**config.mk**
```make
export PLATFORM = sky130hd
export DESIGN_NAME = warm_start_seq
export DESIGN_NICKNAME = d
export VERILOG_FILES = /design/src/rtl/ws_pkg.sv /design/src/rtl/ws_sat_timer.sv /design/src/rtl/ws_conv_bank.sv /design/src/rtl/ws_sticky_flag.sv /design/src/rtl/warm_start_seq.sv
export SDC_FILE = /design/constraint.sdc
export NUM_CORES = 1
export LEC_CHECK = 0
export ABC_AREA = 1
export BUFFER_PORTS_ARGS = -buffer_cell sky130_fd_sc_hd__buf_4
export CAP_MARGIN = 20
export CORE_ASPECT_RATIO = 2
export CORE_MARGIN = 3
export CORE_UTILIZATION = 35
export DETAILED_ROUTE_END_ITERATION = 8
export PLACE_DENSITY_LB_ADDON = 0.3
export SKIP_LAST_GASP = 1
export SLEW_MARGIN = 15
export SYNTH_ARGS = -nofsm -noshare
export SYNTH_HDL_FRONTEND = slang
export SYNTH_HIERARCHICAL = 1
export SYNTH_SLANG_ARGS = --single-unit
```
**constraint.sdc**
```tcl
create_clock -name clk -period 2.4 [get_ports clk]
set_input_delay 0.36 -clock clk [delete_from_list [all_inputs] [get_ports clk]]
set_output_delay 0.36 -clock clk [all_outputs]
set_load 0.01 [all_outputs]
```
**src/rtl/ws_pkg.sv**
```systemverilog
package ws_pkg;

  typedef enum logic [2:0] {
    ST_OFF  = 3'd0,
    ST_INIT = 3'd1,
    ST_SEQ  = 3'd2,
    ST_HOLD = 3'd3,
    ST_WDOG = 3'd4
  } ws_state_e;

  // Length in ticks of the window currently being counted.
  function automatic int phase_limit(input bit in_init, input int init_t, input int slot_t);
    return in_init ? init_t : slot_t;
  endfunction

  // Tick number (from entry) at which slot k opens.
  function automatic int slot_open_tick(input int init_t, input int slot_t, input int k);
    return init_t + k * slot_t;
  endfunction

endpackage

```
**src/rtl/ws_sat_timer.sv**
```systemverilog
module ws_sat_timer #(
  parameter int LIMIT = 1024,
  parameter int CW    = $clog2(LIMIT + 1)
) (
  input  logic clk,
  input  logic rst_n,
  input  logic clear,
  input  logic tick,
  output logic expired
);
  logic [CW-1:0] cnt;

  always_ff @(posedge clk or negedge rst_n) begin
    if (!rst_n)                            cnt <= '0;
    else if (clear)                        cnt <= '0;
    else if (tick && cnt != CW'(LIMIT))    cnt <= cnt + CW'(1);
  end

  assign expired = (cnt == CW'(LIMIT));

  assert_timer_bound_R9: assert property (@(posedge clk) disable iff (!rst_n)
    cnt <= CW'(LIMIT));
  assert_timer_sticky_R9: assert property (@(posedge clk) disable iff (!rst_n)
    (expired && !clear) |=> expired);
endmodule

```
**src/rtl/ws_conv_bank.sv**
```systemverilog
module ws_conv_bank #(
  parameter int NUM_CONV = 5,
  parameter int IDX_W    = 3
) (
  input  logic                clk,
  input  logic                rst_n,
  input  logic                latch,
  input  logic [NUM_CONV-1:0] keep_in,
  input  logic                live_off,
  input  logic                step,
  input  logic [IDX_W-1:0]    step_idx,
  output logic [NUM_CONV-1:0] en,
  output logic [NUM_CONV-1:0] load
);
  for (genvar i = 0; i < NUM_CONV; i++) begin : g_conv
    logic kept_q, on_q, ld_q;
    logic hit;
    assign hit = step && (step_idx == IDX_W'(i));

    always_ff @(posedge clk or negedge rst_n) begin
      if (!rst_n) begin
        kept_q <= 1'b0;
        on_q   <= 1'b0;
        ld_q   <= 1'b0;
      end else begin
        if (latch) kept_q <= keep_in[i];
        if (live_off)  on_q <= 1'b0;
        else if (hit)  on_q <= 1'b1;
        ld_q <= hit;
      end
    end

    assign en[i]   = live_off ? keep_in[i] : (kept_q | on_q);
    assign load[i] = ld_q;

    assert_load_pulse_R6: assert property (@(posedge clk) disable iff (!rst_n)
      load[i] |=> !load[i]);
  end

  assert_load_onehot_R6: assert property (@(posedge clk) disable iff (!rst_n)
    $onehot0(load));
  assert_en_no_fall_R5: assert property (@(posedge clk) disable iff (!rst_n)
    (!live_off && !$past(live_off)) |-> ((en & $past(en)) == $past(en)));
endmodule

```
**src/rtl/ws_sticky_flag.sv**
```systemverilog
module ws_sticky_flag (
  input  logic clk,
  input  logic rst_n,
  input  logic set,
  input  logic clr,
  output logic flag
);
  always_ff @(posedge clk or negedge rst_n) begin
    if (!rst_n)   flag <= 1'b0;
    else if (set) flag <= 1'b1;
    else if (clr) flag <= 1'b0;
  end

  assert_flag_set_R10: assert property (@(posedge clk) disable iff (!rst_n)
    set |=> flag);
  assert_flag_hold_R10: assert property (@(posedge clk) disable iff (!rst_n)
    (flag && !clr) |=> flag);
endmodule

```
**src/rtl/warm_start_seq.sv**
```systemverilog
module warm_start_seq
  import ws_pkg::*;
#(
  parameter int NUM_CONV   = 5,
  parameter int INIT_TICKS = 263,
  parameter int SLOT_TICKS = 16,
  parameter int RST_TICKS  = 1024
) (
  input  logic                clk,
  input  logic                rst_n,
  input  logic                tick,
  input  logic                turn_on,
  input  logic [NUM_CONV-1:0] keep_on,
  input  logic                supply_ok,
  input  logic                clk_cfg,
  input  logic                irq_clear,
  output logic [NUM_CONV-1:0] conv_en,
  output logic [NUM_CONV-1:0] load_default,
  output logic                sys_rst_n,
  output logic                proc_rst_n,
  output logic                clk_out_en,
  output logic                warm_irq
);
  localparam int SW   = (NUM_CONV > 1) ? $clog2(NUM_CONV) : 1;
  localparam int PMAX = (INIT_TICKS > SLOT_TICKS) ? INIT_TICKS : SLOT_TICKS;
  localparam int PW   = $clog2(PMAX + 1);

  ws_state_e      state;
  logic [PW-1:0]  phase;
  logic [SW-1:0]  slot;
  logic           clk_hold;
  logic           rst_expired;

  // Named internal events
  logic phase_end, last_slot, in_warm;
  logic ev_enter, ev_init_end, ev_supply_bad, ev_slot_end, ev_seq_done, ev_to_wdog;
  logic step;
  logic [SW-1:0] step_idx;

  assign phase_end     = tick && (phase == PW'(phase_limit(state == ST_INIT, INIT_TICKS, SLOT_TICKS) - 1));
  assign last_slot     = (slot == SW'(NUM_CONV - 1));
  assign in_warm       = (state == ST_INIT) || (state == ST_SEQ) || (state == ST_HOLD);
  assign ev_enter      = (state == ST_OFF) && turn_on;
  assign ev_init_end   = (state == ST_INIT) && phase_end;
  assign ev_supply_bad = ev_init_end && !supply_ok;
  assign ev_slot_end   = (state == ST_SEQ) && phase_end;
  assign ev_seq_done   = ev_slot_end && last_slot;
  assign ev_to_wdog    = (state == ST_HOLD) && rst_expired;
  assign step          = (ev_init_end && supply_ok) || (ev_slot_end && !last_slot);
  assign step_idx      = ev_init_end ? '0 : slot + SW'(1);

  always_ff @(posedge clk or negedge rst_n) begin
    if (!rst_n) begin
      state    <= ST_OFF;
      phase    <= '0;
      slot     <= '0;
      clk_hold <= 1'b0;
    end else begin
      case (state)
        ST_OFF: begin
          if (ev_enter) begin
            state    <= ST_INIT;
            phase    <= '0;
            clk_hold <= clk_cfg;
          end
        end
        ST_INIT: begin
          if (ev_init_end) begin
            phase <= '0;
            slot  <= '0;
            state <= supply_ok ? ST_SEQ : ST_OFF;
          end else if (tick) begin
            phase <= phase + PW'(1);
          end
        end
        ST_SEQ: begin
          if (ev_slot_end) begin
            phase <= '0;
            if (last_slot) state <= ST_HOLD;
            else           slot  <= slot + SW'(1);
          end else if (tick) begin
            phase <= phase + PW'(1);
          end
        end
        ST_HOLD: begin
          if (ev_to_wdog) state <= ST_WDOG;
        end
        ST_WDOG: state <= ST_WDOG;
        default: state <= ST_OFF;
      endcase
    end
  end

  ws_sat_timer #(.LIMIT(RST_TICKS)) u_rst_timer (
    .clk     (clk),
    .rst_n   (rst_n),
    .clear   (state == ST_OFF),
    .tick    (tick),
    .expired (rst_expired)
  );

  ws_conv_bank #(.NUM_CONV(NUM_CONV), .IDX_W(SW)) u_bank (
    .clk      (clk),
    .rst_n    (rst_n),
    .latch    (ev_enter),
    .keep_in  (keep_on),
    .live_off (state == ST_OFF),
    .step     (step),
    .step_idx (step_idx),
    .en       (conv_en),
    .load     (load_default)
  );

  ws_sticky_flag u_irq (
    .clk   (clk),
    .rst_n (rst_n),
    .set   (ev_to_wdog),
    .clr   (irq_clear),
    .flag  (warm_irq)
  );

  assign sys_rst_n  = (state == ST_WDOG);
  assign proc_rst_n = 1'b1;
  assign clk_out_en = in_warm ? clk_hold : clk_cfg;

  // Guards next to the sequencing logic
  assert_enter_from_off_R1: assert property (@(posedge clk) disable iff (!rst_n)
    (state == ST_INIT && $past(state) != ST_INIT) |-> ($past(state) == ST_OFF && $past(turn_on)));
  assert_init_quiet_R2: assert property (@(posedge clk) disable iff (!rst_n)
    (state == ST_INIT && $past(state) == ST_INIT) |-> $stable(conv_en));
  assert_bad_supply_off_R3: assert property (@(posedge clk) disable iff (!rst_n)
    ev_supply_bad |=> (state == ST_OFF));
  assert_slot_range_R4: assert property (@(posedge clk) disable iff (!rst_n)
    slot <= SW'(NUM_CONV - 1));
  assert_seq_done_hold_R4: assert property (@(posedge clk) disable iff (!rst_n)
    ev_seq_done |=> (state == ST_HOLD));
  assert_proc_rst_high_R7: assert property (@(posedge clk) disable iff (!rst_n)
    proc_rst_n);
  assert_clk_frozen_R8: assert property (@(posedge clk) disable iff (!rst_n)
    (in_warm && $past(in_warm)) |-> $stable(clk_out_en));
  assert_release_after_timer_R9: assert property (@(posedge clk) disable iff (!rst_n)
    $rose(sys_rst_n) |-> ($past(rst_expired) && $past(state) == ST_HOLD));
  assert_irq_on_release_R10: assert property (@(posedge clk) disable iff (!rst_n)
    $rose(sys_rst_n) |-> warm_irq);
endmodule

```
==> impl_metrics.csv <==
group,metric,value,unit
yosys,synthFlopType,"dfrtp_1",
sta,fmax,494,MHz
cts,cts_sinks,43,
cts,post_cts_resize_count,0,
hold_path,min_path_type,"input port to asynchronous set/reset pin",
cts,clk_pin_slew,60,ps
yosys,ys_seq_area_frac,0.407,
die,die_h,129,um
setup_path,slowest_delay,440,ps
detailed_routing,drt-wirelength-per-cell,11.8,um
setup_path,crit_path_top_delay_cell,"dfrtp_1",
setup_path,cp-end-kind,"output pin",
cts,hold_buffers,0,
sta,fin_crit_sh,0.843,
global_routing,grt_max_degree,44,
sta,clock-skew-final,4.19,ps
sta,rsz0062_at_grt,"no",
global_routing,grt_pass1_vias,2193,
pwr,vdd_drop_max,0.454,mV
sta,final-hold-violation-count,0,
yosys,avgSynthCellArea,7.46,um2
status,status,"finished, final reports clean",
yosys,synth_area_leader_cell,"dfrtp_1",
setup_path,reg2reg_from,"state[0]$_DFFE_PN0P_",
yosys,yosys.area.top_type_share,0.407,
placement,place_congestion,0.918,
placement,placed_cells,457,
detailed_routing,first_pass_iters,4,
global_routing,antenna_found_initial,0,
sta,fin_tns_setup,0,ps
yosys,synth_commonest_cells,"93 x nand2_1, 52 x inv_1, 43 x dfrtp_1",
final_layout,antenna_cells,0,
die,core_area,7320,um2
detailed_routing,ant_nets,0,
setup_path,path_class,"register to output pin",
yosys,syn-num-nets,371,
yosys,synthDistinctLibCells,33,
sta,relSlewSlack,0.545,
detailed_routing,drt_iter0_markers,100,
yosys,synth_seq_cells,43,
cts,clkLatencyLatePin,290,ps
yosys,synthCells,354,
detailed_routing,vias_per_cell,4.74,
setup_path,cp_data_arrival_time,1660,ps
yosys,synthArstFlopShare,1.00,
setup_path,r2r_slack,590,ps
die,die_x,67.4,um
final_layout,fin_cells,465,
cts,cts_made_buffers,5,
job,cap_violations,0,
setup_path,reg2reg_to,"u_bank/g_conv[0].on_q$_DFFE_PN0P_",
cts,cts_max_level,2,
final_layout,postLayoutCellArea,3000,um2
cts,cts_tree,"done",
setup_path,critPathLaunchType,"register",
setup_path,critical_path.max_fanout,10,
global_routing,grt_pass1_wl,9300,um
final_layout,fin_util,0.409,
yosys,synth_most_common_cell,"nand2_1",
sta,worst_pin_slew,680,ps
pwr,power.density,928,nW/um2
setup_path,required,2040,ps
global_routing,overflow,0,
setup_path,path_delay_family,"buffers and inverters",
placement,io_buffers,24,
sta,slew_viol_final,0,
pwr,p_leak,1.56,nW
die,dieArea,8690,um2
sta,period_needed,2020,ps
die,rows,44,
yosys,yosysWarnings,6,
yosys,ys_top_cells_by_area,"dfrtp_1 41%, nand2_1 13%, inv_1 7.4%, nor2_1 5.3%, nand4_1 3.8%",
placement,dpl_cell_area,2850,um2
die,initial_core_util,0.361,
final_layout,nets,389,
setup_path,cp_num_buf_inv,3,
setup_path,r2r_cells,10,
setup_path,crit_chain,"nor2_2, nand2_1, inv_1, inv_2, a31oi_1, buf_4",
final_layout,drive_gt1_frac,0.185,
detailed_routing,finalWirelength,5470,um
detailed_routing,drc,0,
cts,cts-root-buf,"clkbuf_16",
die,io_pins,26,
yosys,syn-cell-area,2640,um2
placement,dp_hpwl,4240,um
global_routing,grt_usage,0.140,
yosys,synth_edf_count,0,
cts,clock_path_buffers,2,
sta,finalSetupViolCount,0,
cts,postCtsSetupBuffers,0,
detailed_routing,vias,2203,
final_layout,syn2layout_area_growth,13.5,%
[cells in the final DEF, fill, tap and decap left out]
cell	count
o21ai_1	5
clkbuf_16	5
conb_1	1
o21ai_0	8
nor2_1	37
nor3_1	1
xor2_1	4
a21oi_2	2
a31o_2	1
buf_4	25
inv_1	52
dfrtp_1	43
or2_4	1
nor2_2	4
o21bai_1	2
xnor2_1	2
clkinvlp_4	2
a21oi_1	8
nand3_2	5
nor3b_2	1
ha_1	5
nand2_2	4
inv_6	1
nor2_8	2
nand2_4	1
nor2_4	5
nand2_1	93
a31oi_1	6
o211ai_1	1
o221ai_1	1
nand3_1	19
inv_2	10
nand4_1	16
[logic make-up after synthesis]
group / share of synthesized area
xor+xnor: 0.0199
simple gates: 0.347
fa+ha+maj: 0.0237
other cells: 0.00142
buf+inv: 0.125
compound gates: 0.0758
flops: 0.407
[where the power goes]
part	switching (W)	internal, W
sequential	0.000109	0.000840
combinational	0.000739	0.000414
clock	0.000292	0.000389
total	0.00114	0.00164
[worst max path at each step]
stage / from / end / slack, ps / cells past startpoint
after floorplan: state[0]$_DFFE_PN0P_ / conv_en[3] / 710 / 5
after global placement: state[0]$_DFFE_PN0P_ / u_bank/g_conv[2].on_q$_DFFE_PN0P_ / 630 / 10
after detailed placement: state[0]$_DFFE_PN0P_ / u_bank/g_conv[0].on_q$_DFFE_PN0P_ / 610 / 10
after CTS: state[0]$_DFFE_PN0P_ / conv_en[3] / 360 / 6
after global routing: state[0]$_DFFE_PN0P_ / conv_en[3] / 210 / 6
final: state[0]$_DFFE_PN0P_ / conv_en[3] / 380 / 6
[layer usage]
layer	vias to the layer above	share of wire	GRT usage
met5	-	0	0
met4	0	0.027	0.0766
met3	11	0.028	0.0271
met2	40	0.56	0.258
met1	1012	0.39	0.142
li1	1140	-	-
[cell type report]
cell class,instances,area (um2)
fill,767,4330
multi-input combinational,235,1240
sequential,43,1080
inverter,62,233
timing repair buffer,25,188
clock buffer,5,125
tap,92,115
clock inverter,3,23.8
[state kept, by name, summed over array words and instances, names as in the netlist, 3 cells and up]
name	flops
u_bank/g_conv.ld_q	5
u_bank/g_conv.kept_q	5
slot	3
u_rst_timer/cnt	11
phase	9
state	3
u_bank/g_conv.on_q	5
[per-stage QoR]
step | power [W] | hold slack (ps) | setup WS [ps]
after floorplan | 0.00177 | 64.4 | 707
after global placement | 0.00211 | 395 | 634
after detailed placement | 0.00213 | 395 | 614
after CTS | 0.00283 | 84.2 | 363
after global routing | 0.00300 | 109 | 212
final | 0.00278 | 58.2 | 377
(Power assumes the default switching activity.)
